File: src/rtl/wb_frame_seq.sv
module wb_frame_seq #(
  parameter int          CW    = 4,
  parameter logic [7:0]  ID_HI = 8'h54,
  parameter logic [1:0]  ID_LO = 2'b01
) (
  input  logic        clk,
  input  logic        rst_n,
  input  logic        reg_wr,
  input  logic [31:0] reg_wdata,
  output logic [31:0] reg_rdata,
  input  logic        eof_in,
  input  logic        wr_issue,
  input  logic        wr_ack,
  output logic        wr_allow,
  output logic        frame_start,
  output logic        irq
);

  localparam logic [31:0] KEEP  = 32'h003F_BFFC;
  localparam logic [31:0] IDW   = {ID_HI, ID_LO, 22'd0};
  localparam logic [CW-1:0] ONE = CW'(1);

  logic [31:0]   ctrl_q;
  logic          busy_q, ending_q, pend_q, fs_q;
  logic [CW-1:0] outs_q;

  wire ie_q    = ctrl_q[2];
  wire dbg_q   = ctrl_q[15];
  wire go_ok   = reg_wr & reg_wdata[0] & ~busy_q & ~reg_wdata[21];
  wire abort_h = reg_wr & reg_wdata[14] & busy_q & ~ending_q;
  wire eof_h   = eof_in & busy_q & ~ending_q;
  wire done    = busy_q & ending_q & (outs_q == '0);
  wire take    = wr_issue & wr_allow;
  wire ackv    = wr_ack & (outs_q != '0);

  assign wr_allow    = busy_q & ~ending_q;
  assign frame_start = fs_q;
  assign irq         = pend_q & ie_q;
  assign reg_rdata   = IDW | (ctrl_q & KEEP) | {30'd0, busy_q, 1'b0};

  always_ff @(posedge clk or negedge rst_n) begin
    if (!rst_n) begin
      ctrl_q   <= '0;
      busy_q   <= 1'b0;
      ending_q <= 1'b0;
      pend_q   <= 1'b0;
      fs_q     <= 1'b0;
      outs_q   <= '0;
    end else begin
      if (reg_wr) ctrl_q <= reg_wdata;

      if (go_ok)     busy_q <= 1'b1;
      else if (done) busy_q <= 1'b0;

      if (go_ok)                 ending_q <= 1'b0;
      else if (eof_h | abort_h)  ending_q <= 1'b1;
      else if (done)             ending_q <= 1'b0;

      fs_q <= go_ok | (eof_h & dbg_q & ~abort_h);

      if (done)       pend_q <= 1'b1;
      else if (go_ok) pend_q <= 1'b0;
      else if (!ie_q) pend_q <= 1'b0;

      case ({take, ackv})
        2'b10:   outs_q <= outs_q + ONE;
        2'b01:   outs_q <= outs_q - ONE;
        default: outs_q <= outs_q;
      endcase
    end
  end

endmodule


File: config.mk
export PLATFORM = sky130hd
export DESIGN_NAME = wb_frame_seq
export DESIGN_NICKNAME = d
export VERILOG_FILES = /design/src/rtl/wb_frame_seq.sv
export SDC_FILE = /design/constraint.sdc
export NUM_CORES = 1
export LEC_CHECK = 0
export ABC_AREA = 1
export BUFFER_PORTS_ARGS = -buffer_cell sky130_fd_sc_hd__buf_2
export CAP_MARGIN = 20
export CORE_MARGIN = 1
export CORE_UTILIZATION = 47
export CTS_CLUSTER_SIZE = 40
export DETAILED_ROUTE_END_ITERATION = 8
export HOLD_SLACK_MARGIN = 0.12
export PLACE_DENSITY = 0.92
export REMOVE_ABC_BUFFERS = 1
export SLEW_MARGIN = 25
export SYNTH_ARGS = -nofsm -noshare
export SYNTH_HDL_FRONTEND = slang
export SYNTH_SLANG_ARGS = --single-unit
export TNS_END_PERCENT = 10
File: constraint.sdc
create_clock -name clk -period 3.1 [get_ports clk]
set_input_delay 0.93 -clock clk [delete_from_list [all_inputs] [get_ports clk]]
set_output_delay 0.93 -clock clk [all_outputs]
set_load 0.01 [all_outputs]
# After elaboration in Yosys (flattened, before gate mapping)
# Index checks and enable logic that the tools add are counted.
# word_totals
output_inout_bits	35
regBits	30
in_bits	38
word_cells	47
# classes
bitwise_logic	23
reduce_logical	5
mux	8
add_sub_neg	2
n_eq_ne	3
# op_table
cell	count
$or 31x2->31	1
$and 1x1->1	16
$pmux 4 s2	1
$mux 1	7
$add 4x1->4 const B	1
$logic_not 4->1	1
$not 1->1	4
$reduce_bool 2->1	2
$reduce_bool 4->1	1
$sub 4x1->4 const B	1
$ne 3x1->1 const B	1
$reduce_bool 3->1	1
$eq 2x1->1 const B	1
$eq 2x2->1 const B	1
$or 1x1->1	2

# Logic depth before layout (Yosys ltp)
# depth
depth_word	6
depth_mapped	12

# Least setup slack after synthesis
# OpenSTA, ideal clock, no wires.
# synth_path
kind	input to register
from	input wr_ack
to	register outs_q[2]
required_ns	2.975
slack_ns	0.899
t_arrival_ns	2.076
setup_time_ns	0.125
path_stages	9
n_path_buf	0
cell_sequence	a21boi_0 -> ha_1 -> nand2_1 -> inv_2 -> nor2_4 -> ha_1 -> a21oi_1 -> xor2_1 -> o21ai_1
# synth_between
elab_chain_len	3
elab_cells_between_ends	5
classes_between	eq/ne (2); mux (1); bitwise (1); reduce/logical (1)
# synth_lines
element	line	text
from (decl)	13	input logic wr_ack,
$and 1x1->1 (*)	34	wire ackv = wr_ack & (outs_q != '0);
$eq 2x1->1 or $eq 2x2->1 (tied branches)	65	case ({take, ackv})
$pmux 4 s2 or $reduce_bool 2->1 (tied branches)	n/a	
to (signal assigned)	66	2'b10: outs_q <= outs_q + ONE;
to (signal assigned)	67	2'b01: outs_q <= outs_q - ONE;
to (signal assigned)	68	default: outs_q <= outs_q;
to (decl)	25	logic [CW-1:0] outs_q;
# Every way passes the cells marked *; elsewhere a longest branch is shown, timed or not.
# A chain may end at the register's enable or synchronous reset.

# Final worst setup path
# layout_path
from	register busy_q
to	output wr_allow
# layout_between
elab_chain_len	1
# layout_lines
element	line	text
from (decl)	24	logic busy_q, ending_q, pend_q, fs_q;
from (signal assigned)	44	busy_q <= 1'b0;
from (signal assigned)	52	if (go_ok) busy_q <= 1'b1;
from (signal assigned)	53	else if (done) busy_q <= 1'b0;
$and 1x1->1	36	assign wr_allow = busy_q & ~ending_q;
to (decl)	14	output logic wr_allow,
# Every way passes these cells.

==> results.sh <==
export IMPL_p_clk_share_pct=15.2
export IMPL_r2r_cells=9
export IMPL_grt_ovfl_total=0
export IMPL_critPathMaxStageDelay_ns=0.45
export IMPL_via_per_inst=4.504
export IMPL_grt_max_degree=28
export IMPL_finClkSkew_ns=0.008568
export IMPL_worst_setup_path_end_kind="output port"
export IMPL_io_pins=73
export IMPL_yosysSeqAreaShare_pct=52.22
export IMPL_antenna_found_initial=0
export IMPL_area_growth_pct=18.76
export IMPL_setup_viol=0
export IMPL_synth_compound_area_share_pct=3.675
export IMPL_synthCells=156
export IMPL_hold_viol_final=0
export IMPL_crit_type="reg -> out"
export IMPL_path_clk_slew_ns=0.14
export IMPL_pwr_share_seq_pct=49.1
export IMPL_synth_top_family_by_area="simple AND/OR/NAND/NOR gates"
export IMPL_ir_drop_v=0.0004753
export IMPL_status="finished, final reports clean"
export IMPL_start_util_pct=50.84
export IMPL_ys_ff_latch=27
export IMPL_multi_input_area_um2=495.5
export IMPL_clock_latency_ns=0.32
export IMPL_intPower_mw=0.6173
export IMPL_whs_endpoint="ctrl_q[11]"
export IMPL_p_leak_nw=0.9337
export IMPL_final_nets=246
export IMPL_maxSlewViolCount=0
export IMPL_setup_tns_ns=0
export IMPL_num_rows=18
export IMPL_synth_cell_types=20
export IMPL_grt_setup_unrepaired="false"
export IMPL_syn_area_per_cell_um2=8.293
export IMPL_cp_required_ns=2.17
export IMPL_power_switching_mw=0.3637
export IMPL_grt_pass1_wl_um=3636
export IMPL_slowest_stage="dfrtp_1"
export IMPL_drt_iter0_markers=18
export IMPL_reg2reg_to="outs_q[2]"
export IMPL_r2r_start="outs_q[2]"
export IMPL_post_route_util_pct=60.37
export IMPL_port_buffer_count=49
export IMPL_syn_cell_area_um2=1294
export IMPL_combPwrFrac_pct=35.7
export IMPL_cts_max_level=1
export IMPL_r2r_slack_ns=1.18
export IMPL_critPathMaxFanout=5
export IMPL_clock_sinks=27
export IMPL_netSwitchingFraction_pct=37.07
export IMPL_yosysWarnings=0
export IMPL_die_w_um=54.47
export IMPL_cts_resized=0
export IMPL_hold_buffers=0
export IMPL_clk_path_buf_depth=2
export IMPL_n_antenna_cell=0
export IMPL_register_area_um2=675.6
export IMPL_fmax_mhz=479.1
export IMPL_synthXorXnorAreaFrac_pct=2.031
export IMPL_dpl_hpwl_um=1763
export IMPL_p_per_area_nw_per_um2=638.5
export IMPL_timing_critical_path_arrival_ns=1.16
export IMPL_drc=0
export IMPL_tightest_slew_ns=0.5680
export IMPL_numPlacedInstances=230
export IMPL_synthSimpleGateAreaFrac_pct=26.21
export IMPL_layout_drive_gt1_share_pct=28.92
export IMPL_slew_headroom_pct=62.13
export IMPL_wire_per_inst_um=9.774
export IMPL_hold_path_class="reg -> reg"
export IMPL_root_buffer="clkbuf_4"
export IMPL_grt_pass1_vias=894
export IMPL_fillers=257
export IMPL_min_period_over_period_pct=67.33
export IMPL_chipHeight_um=54.47
export IMPL_numCtsBuffers=3
export IMPL_vias=1054
export IMPL_final_cells=234
export IMPL_holdPathStages=2
export IMPL_first_pass_iters=4
export IMPL_coreArea_um2=2545
export IMPL_drt_total_wl_um=2287
export IMPL_routabilityCongestion=0.7673
export IMPL_die_area_um2=2966
export IMPL_ant_nets=0
export IMPL_cap_violations=0
export IMPL_worstPathCellList="inv_1 > nor2_2 > buf_2"
export IMPL_critPathLaunchType="register"
export IMPL_cts_tree="done"
export IMPL_yosys_area_share_adder_pct=2.901
export IMPL_fin_crit_ns=2.087
export IMPL_grt_usage_pct=17.66
export IMPL_holdCritStartpoint="ctrl_q[11]"
export IMPL_post_cts_buffers=0
export IMPL_muxShareOfSynthArea_pct=0
[metal layers]
metal | part of all wire, % | global-route usage (%) | routed length, um | vias to the layer above
met5 | 0 | 0 | 0 | -
met4 | 0.92 | 5.128 | 21 | 0
met3 | 7.0 | 6.111 | 159 | 4
met2 | 46 | 32.72 | 1045 | 45
met1 | 46 | 18.60 | 1061 | 461
li1 | - | - | - | 544
[cells in the final DEF (no fill, tap or decap), drive strengths merged]
master / count
xnor2: 2
buf: 50
clkinvlp: 1
xor2: 1
inv: 12
nand3: 5
nand2: 70
conb: 12
ha: 3
clkbuf: 3
a21boi: 1
nand4: 1
a21oi: 3
o21ai: 5
nor2: 8
dfrtp: 27
[stage by stage]
step | power (mW) | worst slack, ns | hold slack [ns] | instance area [um2]
2_1_floorplan | 0.7260 | 0.8987 | 0.4900 | 1216
3_3_place_gp | 0.8253 | 0.7620 | 0.4500 | 1506
3_5_place_dp | 0.8406 | 0.6556 | 0.4547 | 1506
4_1_cts | 0.9908 | 1.008 | 0.4872 | 1536
5_1_grt | 1.075 | 0.9144 | 0.5115 | 1536
6_report | 0.9810 | 1.013 | 0.4862 | 1536
[power by group through the flow]
| stage | clock [mW] | combinational (mW) | sequential (mW) |
|---|---|---|---|
| floorplan | 0 | 0.235 | 0.491 |
| global placement | 0 | 0.341 | 0.484 |
| detailed placement | 0 | 0.355 | 0.486 |
| CTS | 0.156 | 0.355 | 0.480 |
| global route | 0.174 | 0.410 | 0.491 |
| finish | 0.149 | 0.350 | 0.481 |
[kinds of logic after synthesis]
group,after synthesis
AO/OA/AOI/OAI,9
XOR/XNOR,3
adder cells (fa/ha/maj),3
buffers and inverters,28
flip-flops,27
other,2
AND/OR/NAND/NOR,84
[final cells by class]
class	count	share of cell area [%]
timing repair buffer	50	16.45
tap	30	2.443
multi-input combinational	111	32.25
sequential	27	43.97
clock buffer	3	1.466
clock inverter	1	0.4886
inverter	12	2.932
[critical path: cells and delay by family, from the launching register on]
| family | cells | cell delay (ns) |
|---|---|---|
| flops | 1 | 0.45 |
| simple gates | 1 | 0.14 |
| buf+inv | 2 | 0.25 |
[Yosys cell counts, drive strengths merged]
cell | n | area [um2]
xnor2 | 2 | 17.52
a21oi | 3 | 15.01
conb | 2 | 7.510
buf | 16 | 115.1
a21boi | 1 | 7.510
nand4 | 1 | 6.260
xor2 | 1 | 8.760
inv | 12 | 45.05
dfrtp | 27 | 675.7
ha | 3 | 37.54
o21ai | 5 | 25.02
nand2 | 70 | 262.8
nand3 | 5 | 30.03
nor2 | 8 | 40.04
[how the worst max path moves through the flow]
stage                 from         to  slack [ns]  cells past startpoint
floorplan           wr_ack  outs_q[2]        0.90                      9
global placement    wr_ack  outs_q[2]        0.76                     10
finish              busy_q   wr_allow        1.01                      3
CTS                 busy_q   wr_allow        1.01                      3
global route        busy_q   wr_allow        0.91                      3
detailed placement  wr_ack  outs_q[2]        0.66                     10
[state kept, by name, summed over array words and instances (netlist names)]
register	cells
ctrl_q	19
busy_q	1
frame_start	1
pend_q	1
outs_q	4
ending_q	1
No activity file was read; power rests on OpenSTA's default activity.
